`config.mk`:
```
export PLATFORM = sky130hd
export DESIGN_NAME = idxmask_irq_ctrl
export DESIGN_NICKNAME = d
export VERILOG_FILES = /design/src/rtl/idxmask_irq_pkg.sv /design/src/rtl/idxmask_irq_sync.sv /design/src/rtl/idxmask_irq_decode.sv /design/src/rtl/idxmask_irq_enable.sv /design/src/rtl/idxmask_irq_ctrl.sv
export SDC_FILE = /design/constraint.sdc
export NUM_CORES = 1
export LEC_CHECK = 0
export BUFFER_PORTS_ARGS = -buffer_cell sky130_fd_sc_hd__buf_2
export CAP_MARGIN = 20
export CORE_ASPECT_RATIO = 0.6
export CORE_MARGIN = 1.5
export CORE_UTILIZATION = 47
export DETAILED_ROUTE_END_ITERATION = 10
export PLACE_DENSITY = 0.78
export SYNTH_ARGS = -nofsm -noshare
export SYNTH_HDL_FRONTEND = slang
export SYNTH_SLANG_ARGS = --single-unit
```
`constraint.sdc`:
```
create_clock -name clk -period 1.15 [get_ports clk]
set_input_delay 0.23 -clock clk [delete_from_list [all_inputs] [get_ports clk]]
set_output_delay 0.23 -clock clk [all_outputs]
set_load 0.1 [all_outputs]
```
`src/rtl/idxmask_irq_pkg.sv`:
```
package idxmask_irq_pkg;

  // Register offsets (byte addresses, word aligned).
  localparam int unsigned OFF_STATUS = 32'h0;
  localparam int unsigned OFF_MASK   = 32'h4;
  localparam int unsigned OFF_UNMASK = 32'h8;

  // Classification of a write strobe.
  typedef enum logic [1:0] {
    WR_IDLE   = 2'd0,
    WR_MASK   = 2'd1,
    WR_UNMASK = 2'd2,
    WR_BAD    = 2'd3
  } wr_kind_e;

  // Classification of a read strobe.
  typedef enum logic [1:0] {
    RD_IDLE   = 2'd0,
    RD_STATUS = 2'd1,
    RD_BAD    = 2'd2
  } rd_kind_e;

endpackage

```
`src/rtl/idxmask_irq_sync.sv`:
```
// Multi-stage level synchronizer; the last stage is the status register.
module idxmask_irq_sync #(
  parameter int unsigned WIDTH  = 32,
  parameter int unsigned STAGES = 2
) (
  input  logic             clk,
  input  logic             rst_n,
  input  logic [WIDTH-1:0] async_in,
  output logic [WIDTH-1:0] sync_out
);

  localparam int unsigned LAST = STAGES - 1;

  logic [WIDTH-1:0] stage_q [STAGES];

  always_ff @(posedge clk or negedge rst_n) begin
    if (!rst_n) begin
      for (int s = 0; s < int'(STAGES); s++) stage_q[s] <= '0;
    end else begin
      stage_q[0] <= async_in;
      for (int s = 1; s < int'(STAGES); s++) stage_q[s] <= stage_q[s-1];
    end
  end

  assign sync_out = stage_q[LAST];

endmodule

```
`src/rtl/idxmask_irq_decode.sv`:
```
// Register bus decoder: classifies strobes, produces enable-edit strobes,
// registered read data and the access-error pulse.
module idxmask_irq_decode
  import idxmask_irq_pkg::*;
#(
  parameter int unsigned NUM_LINES = 32,
  parameter int unsigned ADDR_W    = 8,
  parameter int unsigned DATA_W    = 32,
  parameter int unsigned IDX_W     = 5
) (
  input  logic                 clk,
  input  logic                 rst_n,
  input  logic [ADDR_W-1:0]    bus_addr,
  input  logic                 bus_wr_en,
  input  logic [DATA_W-1:0]    bus_wr_data,
  input  logic                 bus_rd_en,
  input  logic [NUM_LINES-1:0] status_q,
  output logic                 mask_stb,
  output logic                 unmask_stb,
  output logic [IDX_W-1:0]     line_idx,
  output logic                 status_rd,
  output logic                 bad_access,
  output logic [DATA_W-1:0]    bus_rd_data,
  output logic                 bus_err
);

  function automatic wr_kind_e classify_wr(input logic en, input logic [ADDR_W-1:0] a);
    if (!en)                         return WR_IDLE;
    if (a == ADDR_W'(OFF_MASK))      return WR_MASK;
    if (a == ADDR_W'(OFF_UNMASK))    return WR_UNMASK;
    return WR_BAD;
  endfunction

  function automatic rd_kind_e classify_rd(input logic en, input logic [ADDR_W-1:0] a);
    if (!en)                         return RD_IDLE;
    if (a == ADDR_W'(OFF_STATUS))    return RD_STATUS;
    return RD_BAD;
  endfunction

  wr_kind_e wr_kind;
  rd_kind_e rd_kind;

  always_comb begin
    wr_kind = classify_wr(bus_wr_en, bus_addr);
    rd_kind = classify_rd(bus_rd_en, bus_addr);
  end

  assign mask_stb   = (wr_kind == WR_MASK);
  assign unmask_stb = (wr_kind == WR_UNMASK);
  assign line_idx   = bus_wr_data[IDX_W-1:0];
  assign status_rd  = (rd_kind == RD_STATUS);
  assign bad_access = (wr_kind == WR_BAD) || (rd_kind == RD_BAD);

  logic [DATA_W-1:0] rd_q;
  logic              err_q;

  always_ff @(posedge clk or negedge rst_n) begin
    if (!rst_n) begin
      rd_q  <= '0;
      err_q <= 1'b0;
    end else begin
      rd_q  <= status_rd ? DATA_W'(status_q) : '0;
      err_q <= bad_access;
    end
  end

  assign bus_rd_data = rd_q;
  assign bus_err     = err_q;

endmodule

```
`src/rtl/idxmask_irq_enable.sv`:
```
// Enable word edited one bit at a time by index.
module idxmask_irq_enable #(
  parameter int unsigned NUM_LINES = 32,
  parameter int unsigned IDX_W     = 5
) (
  input  logic                 clk,
  input  logic                 rst_n,
  input  logic                 mask_stb,
  input  logic                 unmask_stb,
  input  logic [IDX_W-1:0]     line_idx,
  output logic [NUM_LINES-1:0] enable_q
);

  // Next enable word after an optional clear or set of one indexed bit.
  function automatic logic [NUM_LINES-1:0] edit_enable(
    input logic [NUM_LINES-1:0] cur,
    input logic                 clr,
    input logic                 set,
    input logic [IDX_W-1:0]     idx
  );
    logic [NUM_LINES-1:0] nxt;
    nxt = cur;
    for (int i = 0; i < int'(NUM_LINES); i++) begin
      if (idx == IDX_W'(i)) begin
        if (clr)      nxt[i] = 1'b0;
        else if (set) nxt[i] = 1'b1;
      end
    end
    return nxt;
  endfunction

  logic [NUM_LINES-1:0] enable_d;

  always_comb enable_d = edit_enable(enable_q, mask_stb, unmask_stb, line_idx);

  always_ff @(posedge clk or negedge rst_n) begin
    if (!rst_n) enable_q <= '1;
    else        enable_q <= enable_d;
  end

endmodule

```
`src/rtl/idxmask_irq_ctrl.sv`:
```
// Top: synchronizer + status, index-edited enable word, bus decode,
// registered processor interrupt.
module idxmask_irq_ctrl #(
  parameter int unsigned NUM_LINES   = 32,
  parameter int unsigned SYNC_STAGES = 2,
  parameter int unsigned ADDR_W      = 8,
  parameter int unsigned DATA_W      = 32
) (
  input  logic                 clk,
  input  logic                 rst_n,
  input  logic [NUM_LINES-1:0] irq_lines,
  input  logic [ADDR_W-1:0]    bus_addr,
  input  logic                 bus_wr_en,
  input  logic [DATA_W-1:0]    bus_wr_data,
  input  logic                 bus_rd_en,
  output logic [DATA_W-1:0]    bus_rd_data,
  output logic                 bus_err,
  output logic                 cpu_irq
);

  localparam int unsigned IDX_W = (NUM_LINES > 1) ? $clog2(NUM_LINES) : 1;

  // Any line both active and enabled.
  function automatic logic any_pending(
    input logic [NUM_LINES-1:0] st,
    input logic [NUM_LINES-1:0] en
  );
    return |(st & en);
  endfunction

  // Named internal events, exposed for the bound checker.
  logic [NUM_LINES-1:0] status_q;
  logic [NUM_LINES-1:0] enable_q;
  logic                 mask_stb;
  logic                 unmask_stb;
  logic [IDX_W-1:0]     line_idx;
  logic                 status_rd;
  logic                 bad_access;
  logic                 pending_now;

  idxmask_irq_sync #(
    .WIDTH  (NUM_LINES),
    .STAGES (SYNC_STAGES)
  ) u_sync (
    .clk      (clk),
    .rst_n    (rst_n),
    .async_in (irq_lines),
    .sync_out (status_q)
  );

  idxmask_irq_decode #(
    .NUM_LINES (NUM_LINES),
    .ADDR_W    (ADDR_W),
    .DATA_W    (DATA_W),
    .IDX_W     (IDX_W)
  ) u_decode (
    .clk         (clk),
    .rst_n       (rst_n),
    .bus_addr    (bus_addr),
    .bus_wr_en   (bus_wr_en),
    .bus_wr_data (bus_wr_data),
    .bus_rd_en   (bus_rd_en),
    .status_q    (status_q),
    .mask_stb    (mask_stb),
    .unmask_stb  (unmask_stb),
    .line_idx    (line_idx),
    .status_rd   (status_rd),
    .bad_access  (bad_access),
    .bus_rd_data (bus_rd_data),
    .bus_err     (bus_err)
  );

  idxmask_irq_enable #(
    .NUM_LINES (NUM_LINES),
    .IDX_W     (IDX_W)
  ) u_enable (
    .clk        (clk),
    .rst_n      (rst_n),
    .mask_stb   (mask_stb),
    .unmask_stb (unmask_stb),
    .line_idx   (line_idx),
    .enable_q   (enable_q)
  );

  assign pending_now = any_pending(status_q, enable_q);

  logic irq_q;

  always_ff @(posedge clk or negedge rst_n) begin
    if (!rst_n) irq_q <= 1'b0;
    else        irq_q <= pending_now;
  end

  assign cpu_irq = irq_q;

endmodule

```
Yosys cells after proc, flatten, opt, wreduce, memory -nomap -nowiden
Index checks and enable logic that the tools add are counted.
Storage, ports and cells
  register bits after elaboration: 130
  latch bits: 0
  RAM bits: 0
  ROM bits: 0
  bits of input ports: 76
  output and inout port bits: 34
  word-level logic and storage cells: 133
  memories: 0
Operators by class
  $add $sub $neg: 0
  multipliers: 0
  divide/modulo/power cells: 0
  order comparisons: 0
  equality and inequality tests: 38
  shift operators: 0
  muxes and demuxes: 20
  bitwise gates (word level): 1
  reductions and logical operators: 37
Operators by type and width (number)
  $eq 5x5->1 const B: 16
  $reduce_and 2->1: 32
  $eq 5x4->1 const B: 8
  $and 32x32->32: 1
  $mux 32: 1
  $reduce_or 32->1: 1
  $eq 5x3->1 const B: 4
  $mux 2: 10
  $eq 5x2->1 const B: 2
  $mux 1: 9
  $eq 8x3->1 const B: 1
  $eq 8x4->1 const B: 1
  $logic_not 8->1: 1
  $eq 2x2->1 const B: 3
  $eq 5x1->1 const B: 1
  $logic_not 5->1: 1
  $eq 2x1->1 const B: 2
  $reduce_bool 2->1: 1
  $logic_or 1x1->1: 1

Logic depth before layout (Yosys ltp)
  depth in word-level cells: 11
  mapped depth: 8
  depth with buffers taken out: 7

Modules after synthesis
A second synthesis with hierarchy kept.
Unflattened totals
  cell total of the unflattened synthesis: 375
  area, all modules: 4994.8 um2
Modules (own cells, without submodules)
  idxmask_irq_sync: times used 1, cells an instance 96, area an instance 1841.8 um2, sequential area each 1601.5 um2
  idxmask_irq_enable: times used 1, cells an instance 129, area an instance 1510.2 um2, sequential area each 840.8 um2
  idxmask_irq_decode: times used 1, cells an instance 128, area an instance 1460.2 um2, sequential area each 825.8 um2
  idxmask_irq_ctrl: times used 1, cells an instance 22, area an instance 182.7 um2, sequential area each 25.0 um2

Worst setup path before layout
No wires, ideal clock.
  path kind: input to register
  start point: in bus_addr[7]
  end point: reg u_enable.enable_q[19]
  setup time: 0.077 ns
  data arrival time: 2.190 ns
  data required time: 1.073 ns
  path slack: -1.117 ns
  stages on the path: 7
  path buffers: 1
  cells stage by stage: or4_4 o41a_1 ha_1 nor4bb_1 clkbuf_1 a21oi_1 a31oi_1
Between the ends
  cells in the longest elaborated chain, start to end: 10
  elaborated cells on any way between the ends: 17
  those cells by class: 4 x eq/ne; 11 x mux; 2 x reduce/logical
Ends and longest elaborated chain
  start: declaration: line idxmask_irq_ctrl.sv:12  | input logic [ADDR_W-1:0] bus_addr,
  $eq 8x4->1: line idxmask_irq_decode.sv:30  | if (a == ADDR_W'(OFF_UNMASK)) return WR_UNMASK;
  $mux 1 (2 in a row): line idxmask_irq_decode.sv:30
  $mux 1: line idxmask_irq_decode.sv:29  | if (a == ADDR_W'(OFF_MASK)) return WR_MASK;
  $mux 2: line idxmask_irq_decode.sv:31  | return WR_BAD;
  $mux 2 *: line idxmask_irq_decode.sv:30
  $mux 2 *: line idxmask_irq_decode.sv:29
  $eq 2x1->1 / $eq 2x2->1 (equally long branches): line idxmask_irq_decode.sv:48, idxmask_irq_decode.sv:49
  $reduce_bool 2->1 (no source line)
  $reduce_and 2->1 (no source line)
  end signal: assignment: line idxmask_irq_enable.sv:38  | else enable_q <= enable_d;
  end: declaration: line idxmask_irq_enable.sv:11  | output logic [NUM_LINES-1:0] enable_q
Mark *: on every way between the ends. The rest lies on a longest branch, timed or not. The select of a mux whose other input is x is not followed.
A chain may end at the register's enable or synchronous reset.

Final worst setup path
  start point: in bus_addr[7]
  end point: reg u_enable.enable_q[4]
The elaborated chain is that of the path after synthesis.

==> impl_metrics.toml <==
[yosys]
proportion_of_netlist_area_held_by_the_largest_area_contributor = 0.5686
netlist.top_cell.by_area = "sky130_fd_sc_hd__dfrtp_1"
syn-instance-count = 292
yosysUniqueCellTypes = 29
postSynthRegisterBits = 130
netlist_area_um2 = 4313
asyncSetResetFlopFracSynth = 1.000
synth_warnings = 0
synth-main-ff-cell = "sky130_fd_sc_hd__dfrtp_1"
synth.yosys.seq_area_share = 0.7636
synth-edff-count = 0
synth_fp_nets = 369
ys_top_cells_by_area = "sky130_fd_sc_hd__dfrtp_1 57%, sky130_fd_sc_hd__dfstp_2 19%, sky130_fd_sc_hd__and2_1 4.8%"
syn_area_per_cell_um2 = 14.77

[clocking]
tritoncts_clock_tree = "yes"
clock_tree.htree_level_count = 4
cts-buffers-inserted = 17
clk-insertion-delay-late_ns = 0.41
cts_root_buffer = "sky130_fd_sc_hd__clkbuf_16"
cts.path.max_buffers = 2
clock_sink_count = 130
clk_pin_slew_worst_paths_ns = 0.05

[floorplanning]
rows = 26
die_area_um2 = 9779
coreArea_um2 = 8718
floorplan.io_pins = 110
die_width_um = 126.7
starting_density_of_the_core = 0.4947
dieHeight_um = 77.20

[worst_setup_path]
timing_worst_setup_path_type = "in -> reg"
cp_slowest_stage_delay_ns = 0.55
reg2reg_setup_slack_ns = -0.37
chain_of_cells_forming_the_critical_path = "buf_6 -> or4_4 -> o41a_1 -> ha_4 -> nor4bb_4 -> buf_6 -> a21oi_2 -> a31oi_1"
crit_path_top_delay_cell = "sky130_fd_sc_hd__or4_4"
critical_path_required_ns = 1.47
cpMostUsedCell = "sky130_fd_sc_hd__buf_6"
cp_max_fo = 8
critPathBufInv = 2
gate_family_responsible_for_the_most_delay_along_the_worst_path = "simple AND/OR/NAND/NOR gates"
reg2reg_depth = 3
crit_arrival_ns = 2.31
r2r_start = "u_sync.sync_out[0]"
timing.critical_path.from_type = "input port"
worst_setup_path_end_kind = "flop"
rr_endpoint = "cpu_irq"

[timing]
hold_viol = 0
period_minus_slack_ns = 1.986
fmaxAchievable_ghz = 0.5035
total_neg_setup_slack_ns = -38.09
minimum_setup_slack_in_the_final_design_ns = -0.8360
final-max-slew-violation-count = 0
final_min_period_over_clock_period = 1.727
slew_at_the_pin_closest_to_its_max_slew_limit_ns = 0.4167
rsz0062_at_grt = "yes"
setup_viol = 100
timing.slew.headroom = 0.7222
clock_skew_after_layout_ns = 0.005161

[cells_and_area]
mostFrequentLayoutCell = "sky130_fd_sc_hd__dfrtp_1"
drive_gt1_frac = 0.5648
fill_cells = 421
most-common-layout-cells = "98 x sky130_fd_sc_hd__dfrtp_1, 44 x sky130_fd_sc_hd__buf_2, 41 x sky130_fd_sc_hd__buf_12, 34 x sky130_fd_sc_hd__buf_4, 33 x sky130_fd_sc_hd__dlygate4sd3_1"
insertedDiodeCount = 0
area_growth_pct = 65.45
design.final.nets = 535

[placed_design]
portBuffers = 82
place_congestion = 0.8782
detailedPlacementHpwl_mm = 6.265

[worst_hold_path]
hp-start = "bus_rd_en"
hold_end = "u_decode.bus_err"
worst_hold_path_type = "in -> reg"
whs_path_depth = 3

[global_route]
number_of_global_route_vias_before_repair = 3362
grt_max_degree = 41
grt_usage = 0.2562
grt_remaining_overflow = 0
grt_pass1_wl_mm = 18.31
initial_antenna_violation_count = 0

[detailed_routing]
wl_per_cell_um = 21.73
route.vias.total = 3231
via_per_inst = 5.542
route.final.wire_length_mm = 12.67
detail-route-antenna-nets = 0
firstDrtPassIters = 5
drt_iter0_markers = 239
drcViolationCount = 0

[power]
totalPowerFinal_uw = 12370
power_per_cell_area_nw_per_um2 = 1733
static-leakage-power_uw = 0.003148
ir_drop_uv = 1745

[run_status]
failed_checks = "negative setup slack"
run_status = "finished with violations"

[job]
max_cap_viol_count = 0
==> layout make-up <==
type | instances | area, um^2 | area share
Clock inverter | 8 | 101.3 | 0.01420
Clock buffer | 24 | 491.7 | 0.06891
Timing Repair Buffer | 167 | 1819 | 0.2550
Inverter | 1 | 3.754 | 0.0005260
Sequential cell | 130 | 3293 | 0.4615
Tap cell | 112 | 140.1 | 0.01964
Multi-Input combinational cell | 141 | 1286 | 0.1803
==> registers in the layout (all words and copies together), names as in the netlist <==
name                  cells
cpu_irq                   1
u_enable.enable_q        32
u_decode.bus_rd_data     32
u_decode.bus_err          1
u_sync.stage_q           32
u_sync.sync_out          32
==> power breakdown <==
part           internal [uW]  total (uW)  switching, uW
clock                   3420        5330           1920
sequential              5220        5570            356
combinational            750        1460            710
==> worst max path at each step <==
stage	start	end	slack [ns]	depth (start not counted)
after floorplan	bus_addr[7]	u_enable.enable_q[8]	-1.03	7
after detailed placement	bus_addr[7]	u_enable.enable_q[11]	-1.28	8
after CTS	bus_addr[0]	u_enable.enable_q[5]	-0.80	8
final	bus_addr[7]	u_enable.enable_q[4]	-0.84	8
after global routing	bus_addr[7]	u_enable.enable_q[4]	-0.87	8
after global placement	bus_addr[7]	u_enable.enable_q[8]	-1.12	8
==> timing repair <==
action                     in CTS  in global routing
setup endpoints to repair     100                100
buffers inserted                6                  7
gates resized for setup        49                 34
gates cloned                    2                  0
pin swaps                      19                 17
hold endpoints to repair       38                  0
hold buffers                   33                  0
==> cell usage after synthesis, types with 2 or more instances <==
cell                       number
sky130_fd_sc_hd__and2_1        33
sky130_fd_sc_hd__clkbuf_1      14
sky130_fd_sc_hd__a22oi_1       16
sky130_fd_sc_hd__nand4_1        4
sky130_fd_sc_hd__dfstp_2       32
sky130_fd_sc_hd__a31oi_1       32
sky130_fd_sc_hd__dfrtp_1       98
sky130_fd_sc_hd__clkbuf_2       3
sky130_fd_sc_hd__a21oi_1       32
sky130_fd_sc_hd__and4b_1        3
sky130_fd_sc_hd__nor4bb_1       3
sky130_fd_sc_hd__buf_2          3
sky130_fd_sc_hd__nor2b_1        2
sky130_fd_sc_hd__nand2b_1       2
==> tightest hold or removal path: stages <==
cell	delay, ns
sky130_fd_sc_hd__buf_2	0.13
sky130_fd_sc_hd__o41ai_4	0.07
sky130_fd_sc_hd__nand2b_4	0.05
==> per-layer routing <==
metal  GRT usage  wire length, um  share of wire  up-vias
met3     0.09072             1056          0.083       41
li1            -                -              -     1383
met2      0.3962             5979           0.47      178
met5           0                0              0        -
met4      0.1011              406          0.032        0
met1      0.3346             5225           0.41     1629
==> through the flow <==
| stage | cells | utilization | setup WS (ns) | area (um^2) | hold slack, ns |
|---|---|---|---|---|---|
| after CTS | 576 | 0.7942 | -0.7989 | 6924 | 0.06442 |
| after detailed placement | 503 | 0.6549 | -1.283 | 5709 | 0.1782 |
| after global placement | 503 | 0.6549 | -1.118 | 5709 | 0.1744 |
| after global routing | 583 | 0.8185 | -0.8674 | 7136 | 0.09906 |
| after floorplan | 292 | - | -1.028 | 4427 | -0.06559 |
| final | 583 | 0.8185 | -0.8360 | 7136 | 0.1111 |
==> kinds of logic (layout without fill, tap and decap cells) <==
family	after synthesis	after routing	synth area share
buffers and inverters	21	200	0.02001
AOI/OAI and AO/OA	83	83	0.1178
DFF	130	130	0.7636
and+or+nand+nor	57	57	0.09573
adders and majority gates	1	1	0.002901
No activity file was read; power rests on OpenSTA's default activity.
